--- src/rtl/regport_pkg.sv ---
package regport_pkg;
    typedef enum logic [3:0] {
        I_IDLE, I_DEVADDR, I_DEVACK, I_REGADDR, I_REGACK,
        I_WRDATA, I_WRACK, I_RDDATA, I_RDACK, I_IGNORE
    } i2c_state_t;

    typedef enum logic [1:0] {S_IDLE, S_CMD, S_WR, S_RD} spi_state_t;
endpackage

--- src/rtl/regport_sync.sv ---
module regport_sync #(
    parameter int W = 1,
    parameter logic [W-1:0] INIT = '1
) (
    input  logic         clk,
    input  logic         rst_n,
    input  logic [W-1:0] d,
    output logic [W-1:0] q
);
    for (genvar i = 0; i < W; i++) begin : g_bit
        logic meta;
        always_ff @(posedge clk or negedge rst_n) begin
            if (!rst_n) begin
                meta <= INIT[i];
                q[i] <= INIT[i];
            end else begin
                meta <= d[i];
                q[i] <= meta;
            end
        end
    end
endmodule

--- src/rtl/regport_i2c.sv ---
module regport_i2c
    import regport_pkg::*;
#(
    parameter int AW = 8,
    parameter int DW = 8,
    parameter logic [5:0] DEV_HI = 6'b001011
) (
    input  logic          clk,
    input  logic          rst_n,
    input  logic          en,
    input  logic          scl,
    input  logic          sda,
    input  logic          strap,
    output logic          sda_oe,
    output logic [AW-1:0] addr,
    output logic [DW-1:0] wdata,
    output logic          we,
    input  logic [DW-1:0] rdata
);
    localparam int CW = $clog2(DW) + 1;

    i2c_state_t    st, nxt;
    logic          scl_q, sda_q, mack;
    logic [DW-1:0] sh;
    logic [CW-1:0] cnt;
    logic [AW-1:0] ptr;

    wire scl_rise = scl & ~scl_q;
    wire scl_fall = ~scl & scl_q;
    wire start_c  = scl & scl_q & sda_q & ~sda;
    wire stop_c   = scl & scl_q & ~sda_q & sda;
    wire byte_end = scl_fall && (cnt == CW'(DW));

    always_comb begin
        nxt = st;
        if (!en)          nxt = I_IDLE;
        else if (start_c) nxt = I_DEVADDR;
        else if (stop_c)  nxt = I_IDLE;
        else begin
            unique case (st)
                I_IDLE, I_IGNORE: nxt = st;
                I_DEVADDR: if (byte_end)
                    nxt = (sh[DW-1:1] == {DEV_HI, strap}) ? I_DEVACK : I_IGNORE;
                I_DEVACK:  if (scl_fall) nxt = sh[0] ? I_RDDATA : I_REGADDR;
                I_REGADDR: if (byte_end) nxt = I_REGACK;
                I_REGACK:  if (scl_fall) nxt = I_WRDATA;
                I_WRDATA:  if (byte_end) nxt = I_WRACK;
                I_WRACK:   if (scl_fall) nxt = I_WRDATA;
                I_RDDATA:  if (scl_fall && cnt == CW'(DW - 1)) nxt = I_RDACK;
                I_RDACK:   if (scl_fall) nxt = mack ? I_RDDATA : I_IGNORE;
                default:   nxt = I_IDLE;
            endcase
        end
    end

    always_ff @(posedge clk or negedge rst_n) begin
        if (!rst_n) st <= I_IDLE;
        else        st <= nxt;
    end

    always_ff @(posedge clk or negedge rst_n) begin
        if (!rst_n) begin
            {scl_q, sda_q} <= 2'b11;
            sh   <= '0;
            cnt  <= '0;
            ptr  <= '0;
            we   <= 1'b0;
            mack <= 1'b0;
        end else begin
            {scl_q, sda_q} <= {scl, sda};
            we <= 1'b0;
            if (start_c) cnt <= '0;
            else begin
                unique case (st)
                    I_DEVADDR, I_REGADDR, I_WRDATA: begin
                        if (scl_rise) begin
                            sh  <= {sh[DW-2:0], sda};
                            cnt <= cnt + 1'b1;
                        end
                        if (byte_end) begin
                            cnt <= '0;
                            if (st == I_REGADDR) ptr <= AW'(sh);
                            if (st == I_WRDATA)  we  <= 1'b1;
                        end
                    end
                    I_WRACK: if (scl_fall) ptr <= ptr + 1'b1;
                    I_DEVACK: if (scl_fall && sh[0]) begin
                        sh  <= rdata;
                        ptr <= ptr + 1'b1;
                        cnt <= '0;
                    end
                    I_RDDATA: if (scl_fall) begin
                        sh  <= {sh[DW-2:0], 1'b0};
                        cnt <= cnt + 1'b1;
                    end
                    I_RDACK: begin
                        if (scl_rise) mack <= ~sda;
                        if (scl_fall && mack) begin
                            sh  <= rdata;
                            ptr <= ptr + 1'b1;
                            cnt <= '0;
                        end
                    end
                    default: ;
                endcase
            end
        end
    end

    always_comb begin
        addr   = ptr;
        wdata  = sh;
        sda_oe = (st == I_DEVACK) || (st == I_REGACK) || (st == I_WRACK)
              || ((st == I_RDDATA) && !sh[DW-1]);
    end
endmodule

--- src/rtl/regport_spi.sv ---
module regport_spi
    import regport_pkg::*;
#(
    parameter int AW = 8,
    parameter int DW = 8
) (
    input  logic          clk,
    input  logic          rst_n,
    input  logic          en,
    input  logic          sck,
    input  logic          si,
    input  logic          cs_n,
    output logic          so,
    output logic          so_oe,
    output logic [AW-1:0] addr,
    output logic [DW-1:0] wdata,
    output logic          we,
    input  logic [DW-1:0] rdata
);
    localparam int CW = $clog2(DW);

    spi_state_t    st, nxt;
    logic          sck_q;
    logic [DW-1:0] sh;
    logic [CW-1:0] cnt;
    logic [AW-1:0] ptr;

    wire sck_rise = sck & ~sck_q;
    wire sck_fall = ~sck & sck_q;
    wire last_bit = sck_rise && (cnt == CW'(DW - 1));

    always_comb begin
        nxt = st;
        if (!en || cs_n) nxt = S_IDLE;
        else begin
            unique case (st)
                S_IDLE:     nxt = S_CMD;
                S_CMD:      if (last_bit) nxt = sh[DW-2] ? S_RD : S_WR;
                S_WR, S_RD: nxt = st;
                default:    nxt = S_IDLE;
            endcase
        end
    end

    always_ff @(posedge clk or negedge rst_n) begin
        if (!rst_n) st <= S_IDLE;
        else        st <= nxt;
    end

    always_ff @(posedge clk or negedge rst_n) begin
        if (!rst_n) begin
            sck_q <= 1'b0;
            sh    <= '0;
            cnt   <= '0;
            ptr   <= '0;
            we    <= 1'b0;
        end else begin
            sck_q <= sck;
            we    <= 1'b0;
            if (we) ptr <= ptr + 1'b1;
            unique case (st)
                S_IDLE: cnt <= '0;
                S_CMD, S_WR: if (sck_rise) begin
                    sh  <= {sh[DW-2:0], si};
                    cnt <= cnt + 1'b1;
                    if (last_bit && st == S_CMD) ptr <= AW'({sh[DW-3:0], si});
                    if (last_bit && st == S_WR)  we  <= 1'b1;
                end
                S_RD: begin
                    if (sck_rise) cnt <= cnt + 1'b1;
                    if (sck_fall) begin
                        if (cnt == '0) begin
                            sh  <= rdata;
                            ptr <= ptr + 1'b1;
                        end else begin
                            sh <= {sh[DW-2:0], 1'b0};
                        end
                    end
                end
                default: ;
            endcase
        end
    end

    always_comb begin
        addr  = ptr;
        wdata = sh;
        so    = sh[DW-1];
        so_oe = (st == S_RD);
    end
endmodule

--- src/rtl/shared_regport.sv ---
module shared_regport #(
    parameter int AW = 8,
    parameter int DW = 8,
    parameter logic [5:0] DEV_HI = 6'b001011
) (
    input  logic          clk,
    input  logic          rst_n,
    input  logic          scl_sck,
    input  logic          sda_si,
    output logic          sda_oe,
    input  logic          sa_so_in,
    output logic          so_out,
    output logic          so_oe,
    input  logic          cs_n,
    output logic [AW-1:0] reg_addr,
    output logic [DW-1:0] reg_wdata,
    output logic          reg_we,
    input  logic [DW-1:0] reg_rdata
);
    logic          scl_s, sda_s, cs_s, sa_s, cs_q, spi_mode;
    logic [AW-1:0] i_addr, s_addr;
    logic [DW-1:0] i_wdata, s_wdata;
    logic          i_we, s_we;

    regport_sync #(.W(4), .INIT(4'hF)) u_sync (
        .clk(clk), .rst_n(rst_n),
        .d({scl_sck, sda_si, cs_n, sa_so_in}),
        .q({scl_s, sda_s, cs_s, sa_s})
    );

    always_ff @(posedge clk or negedge rst_n) begin
        if (!rst_n) begin
            cs_q     <= 1'b1;
            spi_mode <= 1'b0;
        end else begin
            cs_q <= cs_s;
            if (cs_q && !cs_s) spi_mode <= 1'b1;
        end
    end

    regport_i2c #(.AW(AW), .DW(DW), .DEV_HI(DEV_HI)) u_i2c (
        .clk(clk), .rst_n(rst_n), .en(!spi_mode),
        .scl(scl_s), .sda(sda_s), .strap(sa_s), .sda_oe(sda_oe),
        .addr(i_addr), .wdata(i_wdata), .we(i_we), .rdata(reg_rdata)
    );

    regport_spi #(.AW(AW), .DW(DW)) u_spi (
        .clk(clk), .rst_n(rst_n), .en(spi_mode),
        .sck(scl_s), .si(sda_s), .cs_n(cs_s),
        .so(so_out), .so_oe(so_oe),
        .addr(s_addr), .wdata(s_wdata), .we(s_we), .rdata(reg_rdata)
    );

    always_comb begin
        reg_addr  = spi_mode ? s_addr  : i_addr;
        reg_wdata = spi_mode ? s_wdata : i_wdata;
        reg_we    = spi_mode ? s_we    : i_we;
    end
endmodule

--- config.mk ---
export PLATFORM = sky130hd
export DESIGN_NAME = shared_regport
export DESIGN_NICKNAME = d
export VERILOG_FILES = /design/src/rtl/regport_pkg.sv /design/src/rtl/regport_sync.sv /design/src/rtl/regport_i2c.sv /design/src/rtl/regport_spi.sv /design/src/rtl/shared_regport.sv
export SDC_FILE = /design/constraint.sdc
export NUM_CORES = 1
export LEC_CHECK = 0
export BUFFER_PORTS_ARGS = -buffer_cell sky130_fd_sc_hd__clkbuf_2
export CORE_ASPECT_RATIO = 1.25
export CORE_UTILIZATION = 30
export DETAILED_ROUTE_END_ITERATION = 12
export GPL_TIMING_DRIVEN = 1
export SYNTH_ARGS = -nofsm -noshare
export SYNTH_HDL_FRONTEND = slang
export SYNTH_SLANG_ARGS = --single-unit
--- constraint.sdc ---
create_clock -name clk -period 4.1 [get_ports clk]
set_input_delay 1.23 -clock clk [delete_from_list [all_inputs] [get_ports clk]]
set_output_delay 1.23 -clock clk [all_outputs]
set_load 0.05 [all_outputs]
# [Yosys cells after proc, flatten, opt, wreduce, memory -nomap -nowiden]
# Cells that the tools add are included.
[classes] addsub=4 eq_ne=40 muxes=58 bitwise_logic=15 n_reduce_logical=36
[ops] op="$mux W8" n=19
[ops] op="$mux W4" n=18
[ops] op="$pmux W8 S4" n=2
[ops] op="$pmux W4 S8" n=1
[ops] op="$pmux W8 S2" n=2
[ops] op="$ne A5 B2 Y1 const B" n=6
[ops] op="$ne A2 B1 Y1 const B" n=11
[ops] op="$eq A4 B3 Y1 const B" n=5
[ops] op="$add A8 B1 Y8 const B" n=2
[ops] op="$pmux W4 S4" n=1
[ops] op="$eq A4 B4 Y1 const B" n=3
[ops] op="$ne A3 B1 Y1 const B" n=4
[ops] op="$and A1 B1 Y1" n=9
[ops] op="$logic_and A1 B1 Y1" n=9
[ops] op="$mux W1" n=9
[ops] op="$eq A4 B2 Y1 const B" n=2
[ops] op="$reduce_and A8 Y1" n=1
[ops] op="$reduce_bool A4 Y1" n=2
[ops] op="$reduce_or A2 Y1" n=4
[ops] op="$eq A7 B5 Y1" n=1
[ops] op="$reduce_and A7 Y1" n=1
[ops] op="$mux W3" n=2
[ops] op="$not A1 Y1" n=6
[ops] op="$pmux W3 S2" n=1
[ops] op="23 further kinds" n=32
[totals] ff_bits=61 in_bits=14

# [Longest topological paths before layout]
# Gate-level depths: netlist (run 1).
[depth] word_depth=8 mapped_depth=8 depth_no_buf=7

# [By module]
# A second synthesis (run 1) with hierarchy kept.
[unflattened] hier_cells=415 hier_area_um2=4127.7
[modules_own_cells] module="regport_i2c" instances=1 cells_each=212 area_per_inst_um2=2048.2
[modules_own_cells] module="regport_spi" instances=1 cells_each=171 area_per_inst_um2=1549.0
[modules_own_cells] module="shared_regport" instances=1 cells_each=24 area_per_inst_um2=320.3
[modules_own_cells] module="regport_sync" instances=1 cells_each=8 area_per_inst_um2=210.2

# [Worst setup path after synthesis (run 1)]
# No wires, ideal clock.
[synth_path] path_kind="register to output" startpoint="register spi_mode" endpoint="output port reg_addr[2]" t_arrival_ps=1738 t_required_ps=2870 slack_ps=1132 stages_incl_launch_ff=3 path_cell_list="dfrtp_1 clkbuf_1 o21ai_0"
[synth_between] elab_chain_cells=1
[synth_lines] item="start: declaration" line_no="shared_regport.sv:20" text="logic scl_s, sda_s, cs_s, sa_s, cs_q, spi_mode;"
[synth_lines] item="start signal: assignment" line_no="shared_regport.sv:34" text="spi_mode <= 1'b0;"
[synth_lines] item="start signal: assignment" line_no="shared_regport.sv:37" text="if (cs_q && !cs_s) spi_mode <= 1'b1;"
[synth_lines] item="$mux W8" line_no="shared_regport.sv:55" text="reg_addr = spi_mode ? s_addr : i_addr;"
[synth_lines] item="end: declaration" line_no="shared_regport.sv:15" text="output logic [AW-1:0] reg_addr,"
# No other way between the ends.

# [Worst setup path after layout (run 1)]
[layout_path] startpoint="register spi_mode" endpoint="output port reg_wdata[7]"
[layout_between] elab_chain_cells=1
[layout_lines] item="$mux W8" line_no="shared_regport.sv:56" text="reg_wdata = spi_mode ? s_wdata : i_wdata;"
[layout_lines] item="end: declaration" line_no="shared_regport.sv:16" text="output logic [DW-1:0] reg_wdata,"
# No other way between the ends.

==> out/results.md, run 1 <==
| Metric | This run | Unit |
|:---|:---|:---|
| Smallest hold slack | 0.355 | ns |
| Share of the cycle needed by the critical path after routing | 78.5 | % |
| Main area contributors after synthesis | sky130_fd_sc_hd__dfrtp_1, sky130_fd_sc_hd__mux2_2, sky130_fd_sc_hd__dfstp_2, sky130_fd_sc_hd__o21ai_0, sky130_fd_sc_hd__ha_1 | - |
| Antenna violations before repair | 0 | - |
| TritonCTS clock tree | yes | - |
| Number of enable-type register cells in the synthesized netlist | 0 | - |
| Total CTS buffers | 9 | - |
| Final cell utilization of the core | 36.1 | % |
| Routed WL | 10.2 | mm |
| Post-detailed-route wirelength per cell | 17.2 | um |
| Share of final-layout standard cells stronger than drive strength 1 | 23.1 | % |
| I/O pin total | 34 | - |
| Worst setup path class | reg2out | - |
| Iteration-0 DRC count of the detailed router | 191 | - |
| Mean number of vias per cell | 5.44 | - |
| Type of the tightest min-delay check | reg2reg | - |
| Final setup TNS | 0 | ns |
| Post-synthesis register bit count | 61 | - |
| Placer's final routability congestion estimate | 0.863 | - |
| Worst hold stages | 0 | - |
| Launching point of the worst reg2reg path | u_i2c.st[0]$_DFFE_PN0P_ | - |
| Number of antenna repair diodes | 0 | - |
| Count of H-tree levels built during CTS | 3 | - |
| TritonCTS Sinks | 61 | - |
| Starting utilization of the core area | 31.1 | % |
| Share of flip-flops with an asynchronous set or reset after synthesis | 100 | % |
| Pin count of the biggest net entering global routing | 43 | - |
| Max-cap violation count | 0 | - |
| Syn Std Cell Area | 3840 | um^2 |
| Type of element launching the critical path | register | - |
| GRT Total Usage | 15.9 | % |
| Count of standard-cell rows | 45 | - |
| Hold-fix buffer count after cts | 0 | - |
| Number of hold violations in the final report | 0 | - |
| Net count reported at finish | 448 | - |
| Leakage | 0.00195 | uW |
| Hold EP | u_sync.q[3]$_DFF_PN1_ | - |
| Die span in x | 103 | um |
| Count leader, synth | sky130_fd_sc_hd__dfrtp_1 | - |
| Total nets after synthesis | 425 | - |
| Detailed Routing Iterations Pass 1 | 5 | - |
| Final setup fails | 0 | - |
| Quantity of gates resized following cts | 0 | - |
| Yosys warning count | 0 | - |
| Post-Syn Area per Cell | 9.60 | um^2 |
| Unrepaired setup endpoints after global routing | false | - |
| Fmax achieved | 0.311 | GHz |
| Fin crit period | 3.22 | ns |
| Slew headroom | 32.9 | % |
| PD cells | 414 | nW/um^2 |
| Detail Placement HPWL | 7.22 | mm |
| Endpoint type of the worst setup path | primary output | - |
| Critical Path AT | 1.99 | ns |
| Most common library cells after synthesis | sky130_fd_sc_hd__dfrtp_1, sky130_fd_sc_hd__mux2_2, sky130_fd_sc_hd__o21ai_0, sky130_fd_sc_hd__nand2_1, sky130_fd_sc_hd__nor2_1 | - |
| Die Y | 128 | um |
| Wire length of the first global-routing pass | 16.2 | mm |
| Critical R2R Capture | u_i2c.wdata[3]$_DFFE_PN0P_ | - |
| Crit path max fanout | 23 | - |
| Critical path launch point | spi_mode$_DFFE_PN0P_ | - |
| Post-route ant nets | 0 | - |
| Cell at the root of the clock tree | sky130_fd_sc_hd__clkbuf_16 | - |
| Transition time at the pin with the least slew margin | 1.01 | ns |
| Start point of the worst min-delay path | u_sync.g_bit[3].meta$_DFF_PN1_ | - |
| Vias in the first global route | 3040 | - |
| Dominant register cell in the synthesized netlist | sky130_fd_sc_hd__dfrtp_1 | - |
| Worst-Skew Late Latency | 0.32 | ns |
| Number of cells produced by synthesis | 400 | - |
| Overall overflow remaining after global route | 0 | - |
| Synth unique cells | 61 | - |
| Outcome | complete, no violations | - |
| Peak VDD IR | 0.260 | mV |
| Worst-case clock skew | 0.0102 | ns |
| Maximum number of buffers from clock root to sink | 2 | - |
| Top cell type's share of synthesized area | 32.6 | % |
| # Post-CTS Setup Buffers | 0 | - |
| Clk slew on worst S/H paths | 0.06 | ns |
| Sequential-to-total area share from yosys stat | 40.1 | % |
| Slack of the worst reg-to-reg path | 1.43 | ns |
| Required time worst endpoint | 2.87 | ns |
| DIE AREA | 13300 | um^2 |
| # DRC | 0 | - |
| Final Max Tran Viols | 0 | - |
| Synth-to-Final Area Change | 15.8 | % |
| Via count | 3223 | - |
| Cell depth of the worst flop-to-flop path | 5 | - |
| PortBufs | 33 | - |
| Placeable core region | 12300 | um^2 |
| Cell accounting for the most synthesized area | sky130_fd_sc_hd__dfrtp_1 | - |
[worst max-delay path, stage by stage (launching register included)]
cell and delay [ns]:
sky130_fd_sc_hd__dfrtp_1 1.00, sky130_fd_sc_hd__mux2_2 0.43, sky130_fd_sc_hd__clkbuf_2 0.24
[per-layer routing]
metal / vias to the layer above / wire length, um / GRT usage, %
li1: 1519 / - / -
met1: 1593 / 4510 / 21.1
met2: 99 / 4970 / 26.3
met3: 12 / 555 / 3.10
met4: 0 / 150 / 4.47
met5: - / 0 / 0
[kinds of logic after synthesis]
group	share of synthesized area (%)
mux	13.4
fa+ha+maj	3.58
simple gates	17.2
buf+inv	4.50
xor+xnor	3.65
flops	40.1
compound gates	17.6
[per-stage QoR]
stage | power (uW) | instances | setup WS, ns | cell area, um^2
final | 1840 | 592 | 0.882 | 4450
after global placement | 1020 | 576 | 1.20 | 4120
after CTS | 1860 | 592 | 0.824 | 4450
after floorplan | 919 | 400 | 1.13 | 3840
after global routing | 1910 | 592 | 0.783 | 4450
after detailed placement | 1020 | 576 | 1.16 | 4120
[state kept, by name, indices dropped and copies added, names as in the netlist]
name               flops
u_i2c.wdata            8
u_spi.sck_q            1
u_i2c.st               4
u_spi.wdata            8
u_spi.cnt              3
u_sync.g_bit.meta      4
u_i2c.cnt              4
u_spi.addr             8
u_i2c.scl_q            1
u_i2c.addr             8
cs_q                   1
u_spi.we               1
u_i2c.mack             1
spi_mode               1
u_sync.q               4
u_i2c.sda_q            1
u_spi.st               2
u_i2c.we               1
[area by class of cell]
cell class	instances	area [um^2]
clock buffer	10	229
clock inverter	6	95.1
fill	1258	7880
inverter	17	63.8
multi-input combinational	298	2130
sequential	61	1540
tap	164	205
timing repair buffer	36	188
[worst max path at each step]
stage,end,slack (ns),cells after the start
global route,reg_addr[0],0.78,2
detailed placement,reg_wdata[7],1.16,2
global placement,reg_wdata[7],1.20,2
floorplan,reg_addr[2],1.13,2
finish,reg_wdata[7],0.88,2
CTS,reg_wdata[7],0.82,2
[where the power goes]
group | switching, uW | internal [uW] | total [uW]
Sequential | 60.2 | 648 | 708
Clock | 292 | 539 | 831
Combinational | 208 | 92.0 | 300
Total | 560 | 1280 | 1840
[placed cells by master, fill, tap and decap left out, drive strengths merged, types with 7 or more instances in the layout]
master / instances
dfrtp: 50
clkbuf: 43
mux2: 34
o21ai: 30
nor2: 26
nand2: 26
inv: 19
a21oi: 17
mux2i: 13
nand3: 12
xnor2: 12
ha: 11
dfstp: 11
and3: 8
nand3b: 8
o22ai: 8
nand4: 7
o211ai: 7
a31oi: 7
Power figures use the tool's default switching activity.
==> run 2: changes to the inputs <==
==> constraint.sdc (replaced) <==
create_clock -name clk -period 3.15 [get_ports clk]
set_input_delay 0.945 -clock clk [delete_from_list [all_inputs] [get_ports clk]]
set_output_delay 0.945 -clock clk [all_outputs]
set_load 0.05 [all_outputs]
==> run 2 against run 1 <==
- via count grew 0.40%
- design area grew 0.51%
- sequential power grew 29%
- sequential cell count is the same
- non-clock buffer count is 3 higher
- utilization rose by 0.18 points
- critical endpoint is now sda_oe
==> out/results.md, run 2 (synthesis gave the netlist of run 1 again) <==
| Metric | This run | Unit | vs previous |
|:---|:---|:---|:---|
| Outcome | complete, no violations | - |  |
| Placeable core region | 12300 | um^2 | unchanged |
| Start point of the worst min-delay path | u_sync.g_bit[2].meta$_DFF_PN1_ | - |  |
| Number of antenna repair diodes | 0 | - | unchanged |
| Unrepaired setup endpoints after global routing | false | - |  |
| Hold-fix buffer count after cts | 0 | - | unchanged |
| Final setup TNS | 0 | ns | unchanged |
| Final Max Tran Viols | 0 | - | unchanged |
| Critical R2R Capture | u_i2c.wdata[5]$_DFFE_PN0P_ | - |  |
| Share of the cycle needed by the critical path after routing | 87.9 | % |  |
| Vias in the first global route | 3121 | - | +2.7% |
| Capturing instance or port of the critical path | sda_oe | - |  |
| # Post-CTS Setup Buffers | 0 | - | unchanged |
| Count of H-tree levels built during CTS | 3 | - | unchanged |
| Cell depth of the worst flop-to-flop path | 5 | - | unchanged |
| Most frequent cells in the layout | sky130_fd_sc_hd__dfrtp_1, sky130_fd_sc_hd__mux2_2, sky130_fd_sc_hd__clkbuf_2 | - |  |
| Starting utilization of the core area | 31.1 | % | unchanged |
| Via count | 3236 | - | +0.40% |
| Worst-path cell with the longest stage delay | sky130_fd_sc_hd__dfrtp_1 | - |  |
| Post-detailed-route wirelength per cell | 16.7 | um | -3.0% |
| Mean number of vias per cell | 5.44 | - | -0.10% |
| Synth-to-Final Area Change | 16.4 | % |  |
| Clk slew on worst S/H paths | 0.06 | ns | about the same |
| Worst-case clock skew | 0.00891 | ns | -0.00131 ns |
| Post-detailed-placement cell area | 4160 | um^2 | +0.85% |
| Combined buffer and inverter count along the critical path | 1 | - | unchanged |
| TritonCTS clock tree | yes | - |  |
| Endpoint type of the worst setup path | primary output | - |  |
| Multi-input gate area | 2130 | um^2 | unchanged |
| Share of final-layout standard cells stronger than drive strength 1 | 23.9 | % | +0.77 points |
| Slack of the worst reg-to-reg path | 0.65 | ns | -0.78 ns |
| TritonCTS Sinks | 61 | - | unchanged |
| Critical path launch point | u_i2c.st[2]$_DFFE_PN0P_ | - |  |
| Placer's final routability congestion estimate | 0.995 | - | +15% |
| Crit path max-delay family | flip-flops | - |  |
| Critical Path AT | 1.82 | ns | -0.17 ns |
| Fmax achieved | 0.361 | GHz |  |
| Crit path max fanout | 16 | - | -30% |
| Wire length of the first global-routing pass | 16.2 | mm | +0.17% |
| Quantity of gates resized following cts | 0 | - | unchanged |
| Type of the tightest min-delay check | reg2reg | - |  |
| Ordered cell list for the critical path | nand2_1, o22a_1, nor2_1, clkbuf_2 | - |  |
| Total CTS buffers | 9 | - | unchanged |
| PortBufs | 33 | - | unchanged |
| Maximum number of buffers from clock root to sink | 2 | - | unchanged |
| Type of element launching the critical path | register | - |  |
| Slew headroom | 49.3 | % | +16 points |
| Net count reported at finish | 451 | - | +0.67% |
| Leakage | 0.00196 | uW | +0.43% |
| Register Area | 1540 | um^2 | unchanged |
| GRT Total Usage | 15.8 | % | -0.11 points |
| Launching point of the worst reg2reg path | u_i2c.st[2]$_DFFE_PN0P_ | - |  |
| Detail Placement HPWL | 7.22 | mm | about the same |
| Critical Path Stages | 4 | - | +2 |
| Routed WL | 9.94 | mm | -2.5% |
| Final setup fails | 0 | - | unchanged |
| Die span in x | 103 | um | unchanged |
| Transition time at the pin with the least slew margin | 0.761 | ns | -0.246 ns |
| Number of hold violations in the final report | 0 | - | unchanged |
| Max-cap violation count | 0 | - | unchanged |
| Worst-Skew Late Latency | 0.33 | ns | about the same |
| Peak VDD IR | 0.257 | mV | -1.2% |
| Fin crit period | 2.77 | ns |  |
| Layout Cell Area excl Fill | 4470 | um^2 | +0.51% |
| Cell at the root of the clock tree | sky130_fd_sc_hd__clkbuf_16 | - |  |
| Die Y | 128 | um | unchanged |
| Pin count of the biggest net entering global routing | 38 | - | -12% |
| Worst setup path class | reg2out | - |  |
| Most common library cell in the layout ignoring fill and taps | sky130_fd_sc_hd__dfrtp_1 | - |  |
| Detailed Routing Iterations Pass 1 | 5 | - | unchanged |
| Required time worst endpoint | 2.20 | ns | -0.67 ns |
| Post-route ant nets | 0 | - | unchanged |
| PD cells | 523 | nW/um^2 | +26% |
| Iteration-0 DRC count of the detailed router | 199 | - | +4.2% |
| # DRC | 0 | - | unchanged |
| I/O pin total | 34 | - | unchanged |
| Overall overflow remaining after global route | 0 | - | unchanged |
| Count of standard-cell rows | 45 | - | unchanged |
| DIE AREA | 13300 | um^2 | unchanged |
| Fill cell total of the finished layout | 1237 | - | -1.7% |
| Slowest cell delay on critical path | 0.62 | ns | -0.38 ns |
| Antenna violations before repair | 0 | - | unchanged |
==> run 2: final cells by class <==
| cell class | count | share of cell area (%) |
|---|---|---|
| timing repair buffer | 39 | 4.98 |
| clock buffer | 11 | 5.65 |
| sequential | 61 | 34.5 |
| tap | 164 | 4.59 |
| inverter | 17 | 1.43 |
| clock inverter | 5 | 1.32 |
| multi-input combinational | 298 | 47.6 |
==> run 2: metrics by stage <==
step | total power, uW | hold slack, ns | worst slack (ns) | utilization, % | instances
finish | 2340 | 0.354 | 0.383 | 36.3 | 595
global route | 2430 | 0.356 | 0.210 | 36.3 | 595
CTS | 2370 | 0.355 | 0.375 | 36.3 | 595
detailed placement | 1330 | 0.347 | 0.667 | 33.7 | 579
global placement | 1330 | 0.347 | 0.717 | 33.7 | 579
floorplan | 1200 | 0.345 | 0.467 | - | 400
==> run 2: worst reg2reg max path: stages (launching register included) <==
cell	delay [ns]
sky130_fd_sc_hd__dfrtp_1	0.54
sky130_fd_sc_hd__or4b_1	0.65
sky130_fd_sc_hd__o211ai_1	0.16
sky130_fd_sc_hd__o311ai_2	0.21
sky130_fd_sc_hd__nand3b_1	0.43
sky130_fd_sc_hd__mux2_2	0.39
==> run 2: metal layers <==
| metal | vias up | track usage [%] | wire (um) |
|---|---|---|---|
| li1 | 1531 | - | - |
| met5 | - | 0 | 0 |
| met2 | 98 | 25.8 | 4770 |
| met4 | 0 | 4.81 | 167 |
| met1 | 1593 | 20.9 | 4400 |
| met3 | 14 | 3.26 | 602 |
==> run 2: how the worst min path moves through the flow <==
stage / end / slack, ns / cells past startpoint
finish: u_sync.q[2]$_DFF_PN1_ / 0.35 / 0
global route: u_sync.q[2]$_DFF_PN1_ / 0.36 / 0
CTS: u_sync.q[2]$_DFF_PN1_ / 0.36 / 0
detailed placement: u_sync.q[2]$_DFF_PN1_ / 0.35 / 0
global placement: u_sync.q[2]$_DFF_PN1_ / 0.35 / 0
floorplan: u_sync.q[0]$_DFF_PN1_ / 0.35 / 0
==> run 2: power by group <==
| group | leakage (uW) | switching [uW] | internal, uW |
|---|---|---|---|
| sequential | 0.000777 | 69.9 | 844 |
| clock | 0.000148 | 368 | 655 |
| combinational | 0.00104 | 278 | 122 |
==> run 3: changes to the inputs <==
--- a/config.mk
+++ b/config.mk
@@ -6,10 +6,13 @@
 export NUM_CORES = 1
 export LEC_CHECK = 0
 export BUFFER_PORTS_ARGS = -buffer_cell sky130_fd_sc_hd__clkbuf_2
+export CELL_PAD_IN_SITES_DETAIL_PLACEMENT = 1
+export CELL_PAD_IN_SITES_GLOBAL_PLACEMENT = 2
 export CORE_ASPECT_RATIO = 1.25
 export CORE_UTILIZATION = 30
 export DETAILED_ROUTE_END_ITERATION = 12
 export GPL_TIMING_DRIVEN = 1
+export PLACE_DENSITY_LB_ADDON = 0.1
 export SYNTH_ARGS = -nofsm -noshare
 export SYNTH_HDL_FRONTEND = slang
 export SYNTH_SLANG_ARGS = --single-unit
==> run 3 against run 2 <==
- combinational power increased by 1%
- worst hold slack improved by 0.0011 ns
- sequential cell count unchanged
- clock power about the same
- critical endpoint unchanged
- largest cell class unchanged
==> out/results.md, run 3 (synthesis gave the netlist of run 1 again) <==
| Metric | This run | Unit | vs previous |
|:---|:---|:---|:---|
| Total CTS buffers | 9 | - | unchanged |
| TritonCTS Sinks | 61 | - | unchanged |
| Fill cell total of the finished layout | 1410 | - | +14% |
| Max-cap violation count | 0 | - | unchanged |
| Crit path max-delay family | flip-flops | - |  |
| Number of hold violations in the final report | 0 | - | unchanged |
| Starting utilization of the core area | 31.1 | % | unchanged |
| # Post-CTS Setup Buffers | 0 | - | unchanged |
| Ordered cell list for the critical path | nand2_1, o22a_1, nor2_1, clkbuf_2 | - |  |
| Via count | 3228 | - | -0.25% |
| Internal power | 1580 | uW | -2.6% |
| Number of antenna repair diodes | 0 | - | unchanged |
| I/O pin total | 34 | - | unchanged |
| Clk slew on worst S/H paths | 0.06 | ns | about the same |
| Worst setup path class | reg2out | - |  |
| Worst-case clock skew | 0.00370 | ns | -0.00521 ns |
| Vias in the first global route | 3391 | - | +8.7% |
| Maximum number of buffers from clock root to sink | 2 | - | unchanged |
| Share of final-layout standard cells stronger than drive strength 1 | 23.7 | % | -0.18 points |
| Worst-Skew Late Latency | 0.33 | ns | about the same |
| Net count reported at finish | 450 | - | -0.22% |
| Routed WL | 11.8 | mm | +19% |
| Die span in x | 103 | um | unchanged |
| Count of standard-cell rows | 45 | - | unchanged |
| Type of the tightest min-delay check | reg2reg | - |  |
| Final Max Tran Viols | 0 | - | unchanged |
| Switching part of the total power | 32.3 | % | +1.7 points |
| Post-detailed-route wirelength per cell | 19.9 | um | +19% |
| DIE AREA | 13300 | um^2 | unchanged |
| Final cell utilization of the core | 36.1 | % | -0.14 points |
| Slowest cell delay on critical path | 0.64 | ns | +0.02 ns |
| Post-detailed-placement cell area | 4150 | um^2 | -0.18% |
| Final setup TNS | 0 | ns | unchanged |
| Cell at the root of the clock tree | sky130_fd_sc_hd__clkbuf_16 | - |  |
| Peak VDD IR | 0.192 | mV | -25% |
| Layout Cell Area excl Fill | 4450 | um^2 | -0.39% |
| Mean number of vias per cell | 5.43 | - | about the same |
| Detailed Routing Iterations Pass 1 | 4 | - | -1 |
| Power, Total | 2330 | uW | -0.14% |
| Placer's final routability congestion estimate | 0.816 | - | -18% |
| Share of the cycle needed by the critical path after routing | 89.2 | % | +1.3 points |
| Fmax achieved | 0.356 | GHz | -1.5% |
| # DRC | 0 | - | unchanged |
| Overall overflow remaining after global route | 0 | - | unchanged |
| Critical Path AT | 1.86 | ns | +0.04 ns |
| Transition time at the pin with the least slew margin | 0.804 | ns | +0.0431 ns |
| Clock power share | 43.4 | % | -0.4 points |
| Crit path max fanout | 16 | - | unchanged |
| Worst-path cell with the longest stage delay | sky130_fd_sc_hd__dfrtp_1 | - |  |
| Required time worst endpoint | 2.20 | ns | about the same |
| Unrepaired setup endpoints after global routing | false | - |  |
| Slew headroom | 46.3 | % | -3.0 points |
| Placeable core region | 12300 | um^2 | unchanged |
| Iteration-0 DRC count of the detailed router | 93 | - | -53% |
| Most common library cell in the layout ignoring fill and taps | sky130_fd_sc_hd__dfrtp_1 | - |  |
| GRT Total Usage | 19.3 | % | +3.5 points |
| Wire length of the first global-routing pass | 18.9 | mm | +17% |
| Fraction of power consumed by combinational cells | 17.4 | % | +0.3 points |
| Combined buffer and inverter count along the critical path | 1 | - | unchanged |
| Most frequent cells in the layout | sky130_fd_sc_hd__dfrtp_1, sky130_fd_sc_hd__mux2_2, sky130_fd_sc_hd__clkbuf_2 | - |  |
| TritonCTS clock tree | yes | - |  |
| Leakage | 0.00194 | uW | -1.2% |
| Die Y | 128 | um | unchanged |
| Sequential power share | 39.2 | % | about the same |
| Outcome | complete, no violations | - |  |
| Final setup fails | 0 | - | unchanged |
| Synth-to-Final Area Change | 16.0 | % |  |
| PortBufs | 33 | - | unchanged |
| Sw Pwr | 754 | uW | +5.4% |
| Pin count of the biggest net entering global routing | 33 | - | -13% |
| Post-route ant nets | 0 | - | unchanged |
| Antenna violations before repair | 0 | - | unchanged |
| Type of element launching the critical path | register | - |  |
| Setup slack after layout | 0.341 | ns | -0.0414 ns |
| Setup Slack @ Placement | 0.536 | ns | -0.131 ns |
| PD cells | 524 | nW/um^2 | +0.26% |
| Detail Placement HPWL | 8.56 | mm | +19% |
| Endpoint type of the worst setup path | primary output | - |  |
| Quantity of gates resized following cts | 0 | - | unchanged |
| Hold-fix buffer count after cts | 0 | - | unchanged |
| Fin crit period | 2.81 | ns | +0.0414 ns |
| Count of H-tree levels built during CTS | 3 | - | unchanged |
==> run 3: layer usage <==
layer  vias up  global-route usage (%)  wire [um]  share of wire, %
met5         -                       0          0                 0
met4         0                    6.05        179               1.5
met3        16                    3.42        313               2.7
met2        59                    34.2       6030                51
met1      1625                    23.6       5270                45
li1       1528                       -          -                 -
==> run 3: worst paths after layout <==
| check | start | endpoint | slack, ns | depth (start not counted) |
|---|---|---|---|---|
| max reg2reg | u_i2c.st[0]$_DFFE_PN0P_ | u_i2c.wdata[3]$_DFFE_PN0P_ | 0.50 | 5 |
| min | u_sync.g_bit[1].meta$_DFF_PN1_ | u_sync.q[1]$_DFF_PN1_ | 0.36 | 0 |
| min in group asynchronous | rst_n | u_spi.cnt[0]$_DFFE_PN0P_ | 0.68 | 1 |
| min reg2reg | u_sync.g_bit[1].meta$_DFF_PN1_ | u_sync.q[1]$_DFF_PN1_ | 0.36 | 0 |
| max | u_i2c.st[2]$_DFFE_PN0P_ | sda_oe | 0.34 | 4 |
| max in group asynchronous | rst_n | u_sync.g_bit[0].meta$_DFF_PN1_ | 1.77 | 2 |
==> run 3: area by class of cell <==
class | instances | area [um^2] | share of cell area, %
Clock buffer | 9 | 225 | 5.06
Clock inverter | 7 | 76.3 | 1.71
Inverter | 17 | 63.8 | 1.43
Multi-Input combinational cell | 298 | 2130 | 47.8
Sequential cell | 61 | 1540 | 34.6
Tap cell | 164 | 205 | 4.61
Timing Repair Buffer | 38 | 215 | 4.83
==> run 3: stage by stage <==
stage,cells,hold slack [ns]
floorplan,400,0.345
global placement,578,0.346
detailed placement,578,0.348
CTS,594,0.357
global route,594,0.361
finish,594,0.355
==> run 3: power groups by stage <==
stage | Combinational, uW | Clock, uW | Sequential (uW)
final | 405 | 1010 | 915
after global routing | 436 | 1090 | 925
after CTS | 413 | 1040 | 917
after detailed placement | 410 | 0 | 930
after global placement | 408 | 0 | 927
after floorplan | 286 | 0 | 911
